`src/rtl/ecw_pkg.sv`:
```
package ecw_pkg;
    localparam int ADDR_W = 32;
    localparam int DATA_W = 32;
    localparam int RID_W  = 4;

    typedef enum logic [2:0] {
        ST_IDLE,
        ST_EVAL,
        ST_XFER,
        ST_FINISH,
        ST_FAULT
    } ecw_state_t;

    typedef struct packed {
        logic align;
        logic dsi;
    } ecw_exc_t;
endpackage

```
`src/rtl/ecw_check.sv`:
```
module ecw_check #(
    parameter int ADDR_W     = 32,
    parameter int ALIGN_BITS = 2
) (
    input  logic [ADDR_W-1:0] ea,
    input  logic              seg_t,
    output ecw_pkg::ecw_exc_t exc
);
    logic misaligned;

    assign misaligned = |ea[ALIGN_BITS-1:0];

    always_comb begin
        exc.align = misaligned;
        exc.dsi   = !misaligned && seg_t;
    end

    always_comb begin
        assert (!(exc.align && exc.dsi));
    end
endmodule

```
`src/rtl/ecw_busfmt.sv`:
```
module ecw_busfmt #(
    parameter int RID_W = 4
) (
    input  logic [RID_W-1:0] rid,
    output logic             burst,
    output logic [RID_W-2:0] size
);
    assign burst = rid[RID_W-1];
    assign size  = rid[RID_W-2:0];
endmodule

```
`src/rtl/ecw_unit.sv`:
```
module ecw_unit
    import ecw_pkg::*;
(
    input  logic              clk,
    input  logic              rst_n,
    input  logic              req_valid,
    input  logic              req_out,
    input  logic [ADDR_W-1:0] req_ea,
    input  logic [ADDR_W-1:0] req_pa,
    input  logic [31:0]       rid_reg,
    input  logic              seg_t,
    input  logic              dr_en,
    input  logic [DATA_W-1:0] wr_data,
    output logic              bus_req,
    output logic [ADDR_W-1:0] bus_addr,
    output logic              bus_burst,
    output logic [2:0]        bus_size,
    output logic              bus_wr,
    output logic [DATA_W-1:0] bus_wdata,
    input  logic              bus_ack,
    input  logic [DATA_W-1:0] bus_rdata,
    output logic              done,
    output logic [DATA_W-1:0] rd_data,
    output logic              exc_align,
    output logic              exc_dsi
);
    ecw_state_t        state_q, state_d;
    logic [ADDR_W-1:0] ea_q, pa_q;
    logic [RID_W-1:0]  rid_q;
    logic              segt_q, dr_q, out_q;
    logic [DATA_W-1:0] wdata_q, rdata_q;
    ecw_exc_t          exc_now, exc_q;
    logic              accept;

    assign accept = (state_q == ST_IDLE) && req_valid;

    ecw_check #(.ADDR_W(ADDR_W), .ALIGN_BITS(2)) u_check (
        .ea    (ea_q),
        .seg_t (segt_q),
        .exc   (exc_now)
    );

    ecw_busfmt #(.RID_W(RID_W)) u_fmt (
        .rid   (rid_q),
        .burst (bus_burst),
        .size  (bus_size)
    );

    always_comb begin
        state_d = state_q;
        unique case (state_q)
            ST_IDLE:   if (req_valid) state_d = ST_EVAL;
            ST_EVAL:   state_d = (exc_now.align || exc_now.dsi) ? ST_FAULT : ST_XFER;
            ST_XFER:   if (bus_ack) state_d = ST_FINISH;
            ST_FINISH: state_d = ST_IDLE;
            ST_FAULT:  state_d = ST_IDLE;
            default:   state_d = ST_IDLE;
        endcase
    end

    always_ff @(posedge clk) begin
        if (!rst_n) state_q <= ST_IDLE;
        else        state_q <= state_d;
    end

    always_ff @(posedge clk) begin
        if (!rst_n) begin
            ea_q    <= '0;
            pa_q    <= '0;
            rid_q   <= '0;
            segt_q  <= 1'b0;
            dr_q    <= 1'b0;
            out_q   <= 1'b0;
            wdata_q <= '0;
            rdata_q <= '0;
            exc_q   <= '0;
        end else begin
            if (accept) begin
                ea_q    <= req_ea;
                pa_q    <= req_pa;
                rid_q   <= rid_reg[RID_W-1:0];
                segt_q  <= seg_t;
                dr_q    <= dr_en;
                out_q   <= req_out;
                wdata_q <= wr_data;
            end
            if (state_q == ST_EVAL) exc_q <= exc_now;
            if (state_q == ST_XFER && bus_ack && !out_q) rdata_q <= bus_rdata;
        end
    end

    always_comb begin
        bus_req   = (state_q == ST_XFER);
        bus_addr  = dr_q ? pa_q : '0;
        bus_wr    = out_q;
        bus_wdata = wdata_q;
        done      = (state_q == ST_FINISH) || (state_q == ST_FAULT);
        rd_data   = rdata_q;
        exc_align = (state_q == ST_FAULT) && exc_q.align;
        exc_dsi   = (state_q == ST_FAULT) && exc_q.dsi;
    end

    AST_REQ_HOLD: assert property (@(posedge clk) disable iff (!rst_n)
        bus_req && !bus_ack |=> bus_req && $stable(bus_addr));
    AST_DONE_AFTER_ACK: assert property (@(posedge clk) disable iff (!rst_n)
        bus_req && bus_ack |=> done && !exc_align && !exc_dsi);
    AST_DONE_PULSE: assert property (@(posedge clk) disable iff (!rst_n)
        done |=> !done);
    AST_EXC_EXCL: assert property (@(posedge clk) disable iff (!rst_n)
        $onehot0({exc_align, exc_dsi}));
    AST_EXC_NO_BUS: assert property (@(posedge clk) disable iff (!rst_n)
        (exc_align || exc_dsi) |-> !bus_req && done);
    AST_NO_REQ_AT_START: assert property (@(posedge clk) disable iff (!rst_n)
        $rose(bus_req) |-> $past(state_q) == ST_EVAL);
    AST_CAPTURE_STABLE: assert property (@(posedge clk) disable iff (!rst_n)
        bus_req && $past(bus_req) |-> $stable(bus_wdata) && $stable(bus_size));
endmodule

```
`config.mk`:
```
export PLATFORM = sky130hd
export DESIGN_NAME = ecw_unit
export DESIGN_NICKNAME = d
export VERILOG_FILES = /design/src/rtl/ecw_pkg.sv /design/src/rtl/ecw_check.sv /design/src/rtl/ecw_busfmt.sv /design/src/rtl/ecw_unit.sv
export SDC_FILE = /design/constraint.sdc
export NUM_CORES = 1
export LEC_CHECK = 0
export BUFFER_PORTS_ARGS = -buffer_cell sky130_fd_sc_hd__buf_2
export CAP_MARGIN = 20
export CORE_AREA = 2 2 105 107
export DETAILED_ROUTE_END_ITERATION = 8
export DIE_AREA = 0 0 107 109
export GPL_TIMING_DRIVEN = 0
export PLACE_DENSITY = 0.83
export SYNTH_ARGS = -nofsm -noshare
export SYNTH_HDL_FRONTEND = slang
export SYNTH_SLANG_ARGS = --single-unit
```
`constraint.sdc`:
```
create_clock -name clk -period 4.45 [get_ports clk]
set_input_delay 0.445 -clock clk [delete_from_list [all_inputs] [get_ports clk]]
set_output_delay 0.445 -clock clk [all_outputs]
set_load 0.02 [all_outputs]
```
==> impl_results.md, run 1 <==
* Status: finished clean
* Core area at 10600 sq um
* Clock root cell: clkbuf_8
* Vias per cell at 4.63
* Die area at 11700 sq um
* # setup viols final at 0
* Largest family of logic cells by synthesized area: simple AND/OR/NAND/NOR gates
* Post-Layout Cell Count at 885
* NetSw at 600 uW
* Top post-synthesis cells by area: dfxtp_1 (49%), nand2_1 (18%), a21boi_1 (12%)
* Max-Cap Viols at 0
* Setup bufs post-CTS at 0
* Synthesized area at 4460 sq um
* CTS resizes at 0
* CP startpoint kind: flip-flop
* Syn Area/Cell at 8.63 sq um
* Die width at 107 um
* Pin count of the biggest net entering global routing at 20
* Starting Density at 42.1%
* Area delta synth->final at 31.8%
* Number of synthesized register bits at 110
* Routed WL at 11300 um
* CTS H-tree depth at 3
* Slew headroom at 62.6%
* Worst-Margin Slew at 561 ps
* Ratio of cells with drive above 1 in the final layout at 33.4%
* DP Cell Count at 869
* FF-to-FF path depth at 5
* CTS Buffer Depth at 2
* Synth Area in XOR/XNOR at 0%
* CP Capture Type: primary output
* Yosys warns at 0
* Sink Count at 110
* Port Buffer Count at 212
* Share of Yosys cell area claimed by the top area cell type at 49.4%
* Dpl ws at 2780 ps
* Final Instance Area at 5880 sq um
* Combinational share of power at 18.3%
* Pins Over Slew Limit at 0
* Sequential element share of the synthesized area at 49.4%
* Reg2Reg Launch Point: state_q[2]$_SDFFE_PN0P_
* Clock slew at reported path FFs at 110 ps
* Min-delay src: req_pa[30]
* Worst VDD drop at 0.195 mV
* Fmax at 0.505 GHz
* Sw Share at 29.8%
* Grt ovf at 0
* Crit path kind: flip-flop to primary output
* # IOs at 272
* Leak at 2.81 nW
* Diode count at 0
* Adder-cell share of the synthesized area at 0%
* Internal power at 1.41 mW
* Vias at 4097
* Post-synth cell types at 23
* Synth Area in Simple Gates at 25.0%
* DR DRC count at 0
* Tcrit/Tclk final at 44.5%
* Clk_skew at 13.4 ps
* Final Hold Vio Count at 0
* Flop pwr share at 53.7%
* Die Height at 109 um
* Clock insertion delay at the later pin of the skew report at 370 ps
* Syn_nets at 684
* First-pass GRT wire length at 17800 um
* Wire per inst at 12.7 um
* Initial antenna violation count at 0
* Cell taking the most area after synthesis: dfxtp_1
* Number of global-route vias before repair at 3949
* Worst hold path type: input pin to flip-flop
* DR iter-0 viols at 141
* Worst EP required at 4010 ps
* Total Routing Usage GR at 19.1%
* CTS tree: built
* Nets at 907
* Post-DRT Antenna Nets at 0
* Post-CTS Hold Buffers at 0
* Post-synthesis compound-gate area fraction at 13.1%
* Power Density at 343 nW/um^2
* Synth Instances at 517
* Placed Area at 5700 sq um
* Clock share of power at 28.0%
* CTS buffer count at 9
* Critical Path AT at 1540 ps
* Drt pass-1 iters at 4
* Minimum clock period at 1980 ps
* Cell Rows at 38
* Final core utilization at 55.4%
* RSZ-0062 raised after global routing: no
* HPWL after DPL at 8780 um
* CP Launch Point: dr_q$_SDFFE_PN0P_
* Final Wtd Congestion at 0.813
* Hold path cells at 3
* Critical path fanouts, max at 10
* Post-route setup TNS at 0 ps
* Post-synthesis mux area share at 7.18%
* Final WS setup at 2470 ps
==> layout by cell type, fill, tap and decap left out, types with 3 or more instances in the layout <==
master    instances
nand2_1         212
a21boi_0          4
mux2i_1          32
clkbuf_1         19
and2_1           34
dfxtp_1         110
a21boi_1         70
inv_6             3
buf_6            11
clkbuf_8          9
buf_2           219
==> cell families after synthesis <==
kind of cell           after synthesis
DFF                                110
buffers and inverters               38
AOI/OAI and AO/OA                   78
muxes                               32
and+or+nand+nor                    259
==> worst max-delay path: stages, from the launching register on <==
cell,delay [ps]
dfxtp_1,460
clkbuf_1,320
and2_1,210
buf_2,180
==> path summary, 6_finish.rpt <==
check,end,slack (ps)
max,bus_addr[21],2470
min,pa_q[30]$_SDFFE_PN0P_,300
max reg2reg,bus_wdata[18]$_SDFFE_PN0P_,2910
min reg2reg,pa_q[20]$_SDFFE_PN0P_,450
==> area by class of cell <==
cell class	instances	area, sq um
fill	1024	4730
sequential	110	2200
multi-input combinational	369	2020
timing repair buffer	212	1060
buffer	38	238
tap	140	175
clock buffer	9	124
clock inverter	7	56.3
==> per-stage QoR <==
stage	hold slack, ps	power (mW)
global placement	437	1.47
detailed placement	440	1.48
CTS	281	2.04
floorplan	430	1.34
global route	269	2.12
finish	303	2.01
==> Yosys cell counts <==
cell      instances
nand2_1         212
dfxtp_1         110
a21boi_1         70
and2_1           34
mux2i_1          32
clkbuf_1         19
buf_6            11
buf_2             7
a21boi_0          4
a21oi_1           2
and3b_1           2
nor2b_1           2
nor3b_1           2
buf_4             1
nand2b_1          1
nand3_1           1
nor2_1            1
nor3_1            1
nor3b_4           1
nor4b_2           1
o211a_1           1
o21bai_1          1
or4b_1            1
==> sequential cells by signal (all words and copies together) (netlist names) <==
register   flops
state_q        3
exc_q          2
bus_wdata     32
segt_q         1
bus_wr         1
ea_q           2
rid_q          4
dr_q           1
rd_data       32
pa_q          32
==> metal layers <==
layer / wire, um / GRT usage, % / vias to the layer above / share of wire (%)
met2: 5430 / 33.5 / 152 / 48
met4: 89 / 5.38 / 0 / 0.79
met3: 1050 / 7.35 / 8 / 9.3
met1: 4700 / 21.7 / 1840 / 42
li1: - / - / 2097 / -
met5: 0 / 0 / - / 0
==> power groups by stage <==
stage / Sequential [mW] / Clock [mW] / Combinational [mW]
2_1_floorplan: 1.14 / 0 / 0.195
3_3_place_gp: 1.10 / 0 / 0.369
3_5_place_dp: 1.10 / 0 / 0.373
4_1_cts: 1.08 / 0.579 / 0.374
5_1_grt: 1.09 / 0.624 / 0.410
6_report: 1.08 / 0.564 / 0.368
No activity file was read; power rests on OpenSTA's default activity.
==> inputs of run 2 (changes only) <==
- CORE_AREA: 2 2 105 107 -> unset
- CORE_UTILIZATION: unset -> 39
- DIE_AREA: 0 0 107 109 -> unset
- PLACE_DENSITY: 0.83 -> 0.8
- clock period: 4.45 -> 1.8 ns (I/O delays scaled with it)
==> impl_results.md, run 2 (synthesis gave the netlist of run 1 again) <==
* Status: finished clean
* Final Wtd Congestion at 0.728 (-10%)
* RSZ-0062 raised after global routing: no
* Leak at 2.87 nW (+2.0%)
* CP startpoint kind: flip-flop
* Commonest non-fill, non-tap cell in the layout: buf_2
* Final Hold Vio Count at 0 (unchanged)
* CTS H-tree depth at 3 (unchanged)
* Reg2Reg Launch Point: state_q[1]$_SDFFE_PN0P_
* CTS buffer count at 9 (unchanged)
* Max-Cap Viols at 0 (unchanged)
* Area delta synth->final at 34.2%
* Minimum clock period at 1640 ps
* Die Height at 109 um (about the same)
* DR DRC count at 0 (unchanged)
* HPWL after DPL at 8650 um (-1.4%)
* Fmax at 0.610 GHz
* CP Launch Point: state_q[2]$_SDFFE_PN0P_
* Vias at 4055 (-1.0%)
* FF-to-FF path depth at 5 (unchanged)
* Vias per cell at 4.59 (-0.91%)
* Critical Path AT at 1460 ps (-80 ps)
* Post-DRT Antenna Nets at 0 (unchanged)
* Crit path kind: flip-flop to primary output
* Worst-Margin Slew at 646 ps (+85.3 ps)
* Routed WL at 11500 um (+1.7%)
* First-pass GRT wire length at 17700 um (-0.39%)
* Clock slew at reported path FFs at 70 ps (-40 ps)
* CP Capture Type: primary output
* Clk_skew at 6.47 ps (-6.94 ps)
* Reg2reg end: rd_data[5]$_SDFFE_PN0P_
* CTS tree: built
* Drt pass-1 iters at 4 (unchanged)
* Tcrit/Tclk final at 91.1%
* Sink Count at 110 (unchanged)
* Most frequent cells in the layout: buf_2 (219), nand2_1 (212), dfxtp_1 (110)
* Wire per inst at 13.0 um (+1.9%)
* Slew headroom at 56.8% (-5.8 points)
* Grt ovf at 0 (unchanged)
* Crit path to: done
* CTS Buffer Depth at 2 (unchanged)
* Port Buffer Count at 212 (unchanged)
* Number of global-route vias before repair at 3832 (-3.0%)
* # IOs at 272 (unchanged)
* Starting Density at 40.6% (-1.5 points)
* Post-route setup TNS at 0 ps (unchanged)
* Placed Area at 5700 sq um (unchanged)
* Total Routing Usage GR at 19.2% (+0.12 points)
* DR iter-0 viols at 176 (+25%)
* Pins Over Slew Limit at 0 (unchanged)
* Diode count at 0 (unchanged)
* Fin Hold WS at 70.9 ps (-233 ps)
* Critical path fanouts, max at 6 (-4)
* Die width at 109 um (+1.8%)
* Initial antenna violation count at 0 (unchanged)
* Worst hold path type: input pin to flip-flop
* Power Density at 919 nW/um^2 (+170%)
* Final core utilization at 54.5% (-0.92 points)
* Post-CTS Hold Buffers at 0 (unchanged)
* Final Instance Area at 5990 sq um (+1.9%)
* Pin count of the biggest net entering global routing at 17 (-15%)
* Ratio of cells with drive above 1 in the final layout at 33.6% (+0.18 points)
* Worst EP required at 1620 ps (-2390 ps)
* Die area at 11900 sq um (+1.8%)
* # setup viols final at 0 (unchanged)
* FF-to-FF setup slack at 220 ps (-2690 ps)
* Clock insertion delay at the later pin of the skew report at 340 ps (-30 ps)
* Cell Rows at 38 (unchanged)
* Core area at 11000 sq um (+3.6%)
* Clock root cell: clkbuf_16
* Worst VDD drop at 0.696 mV (+260%)
* Nets at 907 (unchanged)
-- run 2: cell count changes in the layout (fill, tap and decap cells not counted), sizes merged --
| cell | change |
|---|---|
| clkbuf | +4 |
| clkinv | -2 |
| inv | -3 |
-- run 2: stage by stage --
step	power [mW]	cells	setup slack [ps]
after floorplan	3.30	517	330
after global routing	5.77	884	10.7
final	5.50	884	161
after CTS	5.57	884	108
after detailed placement	3.65	869	215
after global placement	3.64	869	268
-- run 2: area by class of cell --
cell class	count	area (sq um)
Fill cell	1044	5000
Sequential cell	110	2200
Multi-Input combinational cell	369	2020
Timing Repair Buffer	212	1060
Clock buffer	13	270
Buffer	38	241
Tap cell	140	175
Clock inverter	2	16.3
-- run 2: how the worst min path moves through the flow --
stage / slack (ps) / end / from / depth (start not counted)
global route: 60 / pa_q[19]$_SDFFE_PN0P_ / req_pa[19] / 3
global placement: 420 / bus_wdata[4]$_SDFFE_PN0P_ / wr_data[4] / 3
finish: 70 / pa_q[20]$_SDFFE_PN0P_ / req_pa[20] / 3
CTS: 60 / pa_q[10]$_SDFFE_PN0P_ / req_pa[10] / 3
floorplan: 310 / pa_q[0]$_SDFFE_PN0P_ / req_pa[0] / 2
detailed placement: 420 / pa_q[10]$_SDFFE_PN0P_ / req_pa[10] / 3
-- run 2: worst max-delay path: stages, from the launching register on --
cell and delay [ps]:
dfxtp_1 460, nor3b_1 320, o21bai_1 170, buf_2 180
-- run 2: report_power, final --
group	internal (mW)	total, mW	switching, mW	leakage (nW)
Sequential	2.59	2.67	0.0835	0.899
Combinational	0.383	0.913	0.530	1.83
Clock	1.05	1.91	0.862	0.138
Total	4.02	5.50	1.48	2.87
-- run 2: repair_timing --
item / in CTS / in global routing
endpoints found under the hold margin: 0 / 0
endpoints found under the setup margin: 3 / 3
gates resized for setup: 2 / 2
setup buffers: 0 / 0
-- run 2: metal layers --
| layer | vias up | part of all wire, % | GRT usage (%) |
|---|---|---|---|
| li1 | 2097 | - | - |
| met1 | 1791 | 42 | 21.4 |
| met2 | 155 | 47 | 33.4 |
| met5 | - | 0 | 0 |
| met3 | 12 | 9.5 | 7.71 |
| met4 | 0 | 1.4 | 5.69 |
==> inputs of run 3 (changes only) <==
- clock period: 1.8 -> 1.3 ns (I/O delays scaled with it)
==> impl_results.md, run 3 (synthesis gave the netlist of run 1 again) <==
* Total Routing Usage GR at 19.6% (+0.39 points)
* Clock slew at reported path FFs at 80 ps (about the same)
* Worst VDD drop at 0.814 mV (+17%)
* Die area at 11900 sq um (unchanged)
* DR iter-0 viols at 187 (+6.3%)
* Power Density at 1200 nW/um^2 (+31%)
* Vias at 4197 (+3.5%)
* Critical path fanouts, max at 10 (+4)
* Placed Area at 5710 sq um (+0.31%)
* Total power after layout at 7.95 mW (+45%)
* Worst-Margin Slew at 567 ps (-79.0 ps)
* Nets at 920 (+1.4%)
* RSZ-0062 raised after global routing: yes
* Leak at 3.07 nW (+7.2%)
* Ratio of cells with drive above 1 in the final layout at 40.1% (+6.5 points)
* Worst hold path type: input pin to flip-flop
* Diode count at 0 (unchanged)
* Cell Rows at 38 (unchanged)
* Core area at 11000 sq um (unchanged)
* # IOs at 272 (unchanged)
* Most frequent cells in the layout: nand2_1 (211), buf_2 (180), dfxtp_1 (106)
* Dpl ws at -274 ps (-489 ps)
* Failing checks: setup timing
* Max-Cap Viols at 0 (unchanged)
* CTS Buffer Depth at 2 (unchanged)
* CP startpoint kind: flip-flop
* Fmax at 0.675 GHz
* HPWL after DPL at 8490 um (-1.9%)
* Status: finished with violations
* CTS tree: built
* CTS H-tree depth at 3 (unchanged)
* CP Capture Type: flip-flop
* Port Buffer Count at 212 (unchanged)
* Number of global-route vias before repair at 3984 (+4.0%)
* # setup viols final at 140 (+140)
* Fin Hold WS at 16.2 ps (-54.7 ps)
* Die width at 109 um (unchanged)
* Clock insertion delay at the later pin of the skew report at 340 ps (about the same)
* First-pass GRT wire length at 18300 um (+3.3%)
* Final WS setup at -181 ps (-342 ps)
* Clk_skew at 9.41 ps (+2.94 ps)
* Sink Count at 110 (unchanged)
* Pins Over Slew Limit at 0 (unchanged)
* Wire per inst at 13.4 um (+3.1%)
* Starting Density at 40.6% (unchanged)
* Slew headroom at 62.1% (+5.3 points)
* CTS buffer count at 9 (unchanged)
* Grt ovf at 0 (unchanged)
* Drt pass-1 iters at 5 (+1)
* Final Instance Area at 6600 sq um (+10%)
* Die Height at 109 um (unchanged)
* Final Wtd Congestion at 0.759 (+4.2%)
* Commonest non-fill, non-tap cell in the layout: nand2_1
* Vias per cell at 4.67 (+1.9%)
* Layout fillers at 940 (-10%)
* Final Hold Vio Count at 0 (unchanged)
* Clock root cell: clkbuf_16
* Critical Path AT at 1710 ps (+250 ps)
* Tcrit/Tclk final at 114%
* Routed WL at 12000 um (+4.7%)
* Initial antenna violation count at 0 (unchanged)
* Final core utilization at 60.1% (+5.6 points)
* Post-DRT Antenna Nets at 0 (unchanged)
* Minimum clock period at 1480 ps
* DR DRC count at 0 (unchanged)
* Worst EP required at 1520 ps (-100 ps)
* Crit path kind: flip-flop to flip-flop
* Area delta synth->final at 48.0%
* Pin count of the biggest net entering global routing at 21 (+4)
run 3: changes by cell type in the layout (fill, tap and decap cells not counted), sizes merged:
cell    delta
buf       +13
clkbuf     -3
inv        +4
run 3: per-stage QoR:
step	instances	setup TNS [ps]
after floorplan	517	-6910
after global placement	869	-16740
after global routing	898	-23150
after detailed placement	869	-17790
after CTS	892	-16790
final	898	-16100
run 3: report_power, final:
| group | internal (mW) | switching, mW | leakage [nW] |
|---|---|---|---|
| Sequential | 3.59 | 0.122 | 0.901 |
| Clock | 1.41 | 1.35 | 0.145 |
| Combinational | 0.702 | 0.782 | 2.03 |
| Total | 5.69 | 2.26 | 3.07 |
run 3: worst paths after layout:
check                               end               startpoint  cells past startpoint  slack (ps)
min reg2reg       rid_q[0]$_SDFFE_PN0P_    rid_q[0]$_SDFFE_PN0P_                      2         450
max          bus_wdata[30]$_SDFFE_PN0P_  state_q[1]$_SDFFE_PN0P_                      5        -180
min               pa_q[12]$_SDFFE_PN0P_               req_pa[12]                      3          20
max reg2reg  bus_wdata[30]$_SDFFE_PN0P_  state_q[1]$_SDFFE_PN0P_                      5        -180
run 3: repair_timing:
| action | in CTS | in global routing |
|---|---|---|
| cloned | 4 | 3 |
| hold buffers | 0 | 0 |
| setup buffers | 3 | 4 |
| resized for setup | 89 | 61 |
| pin swaps | 9 | 3 |
| endpoints found under the setup margin | 138 | 142 |
run 3: routing by layer:
layer  GRT usage (%)  vias up  share of wire (%)
li1                -     2129                  -
met1            23.1     1892                 43
met2            33.9      157                 47
met3            5.26       19                7.8
met4            7.05        0                1.9
met5               0        -                  0
run 3: worst max-delay path, cell delays in order (launching register included):
cell and delay (ps):
dfxtp_4 370, or4b_4 550, buf_12 170, buf_6 140, nand2_1 80, a21boi_1 60
run 3: final cells by class:
cell class | instances | area [sq um] | area share (%)
buffer | 37 | 328 | 4.96
clock buffer | 10 | 239 | 3.62
clock inverter | 6 | 61.3 | 0.929
multi-input combinational | 369 | 2120 | 32.1
sequential | 110 | 2210 | 33.5
tap | 140 | 175 | 2.65
timing repair buffer | 226 | 1470 | 22.2
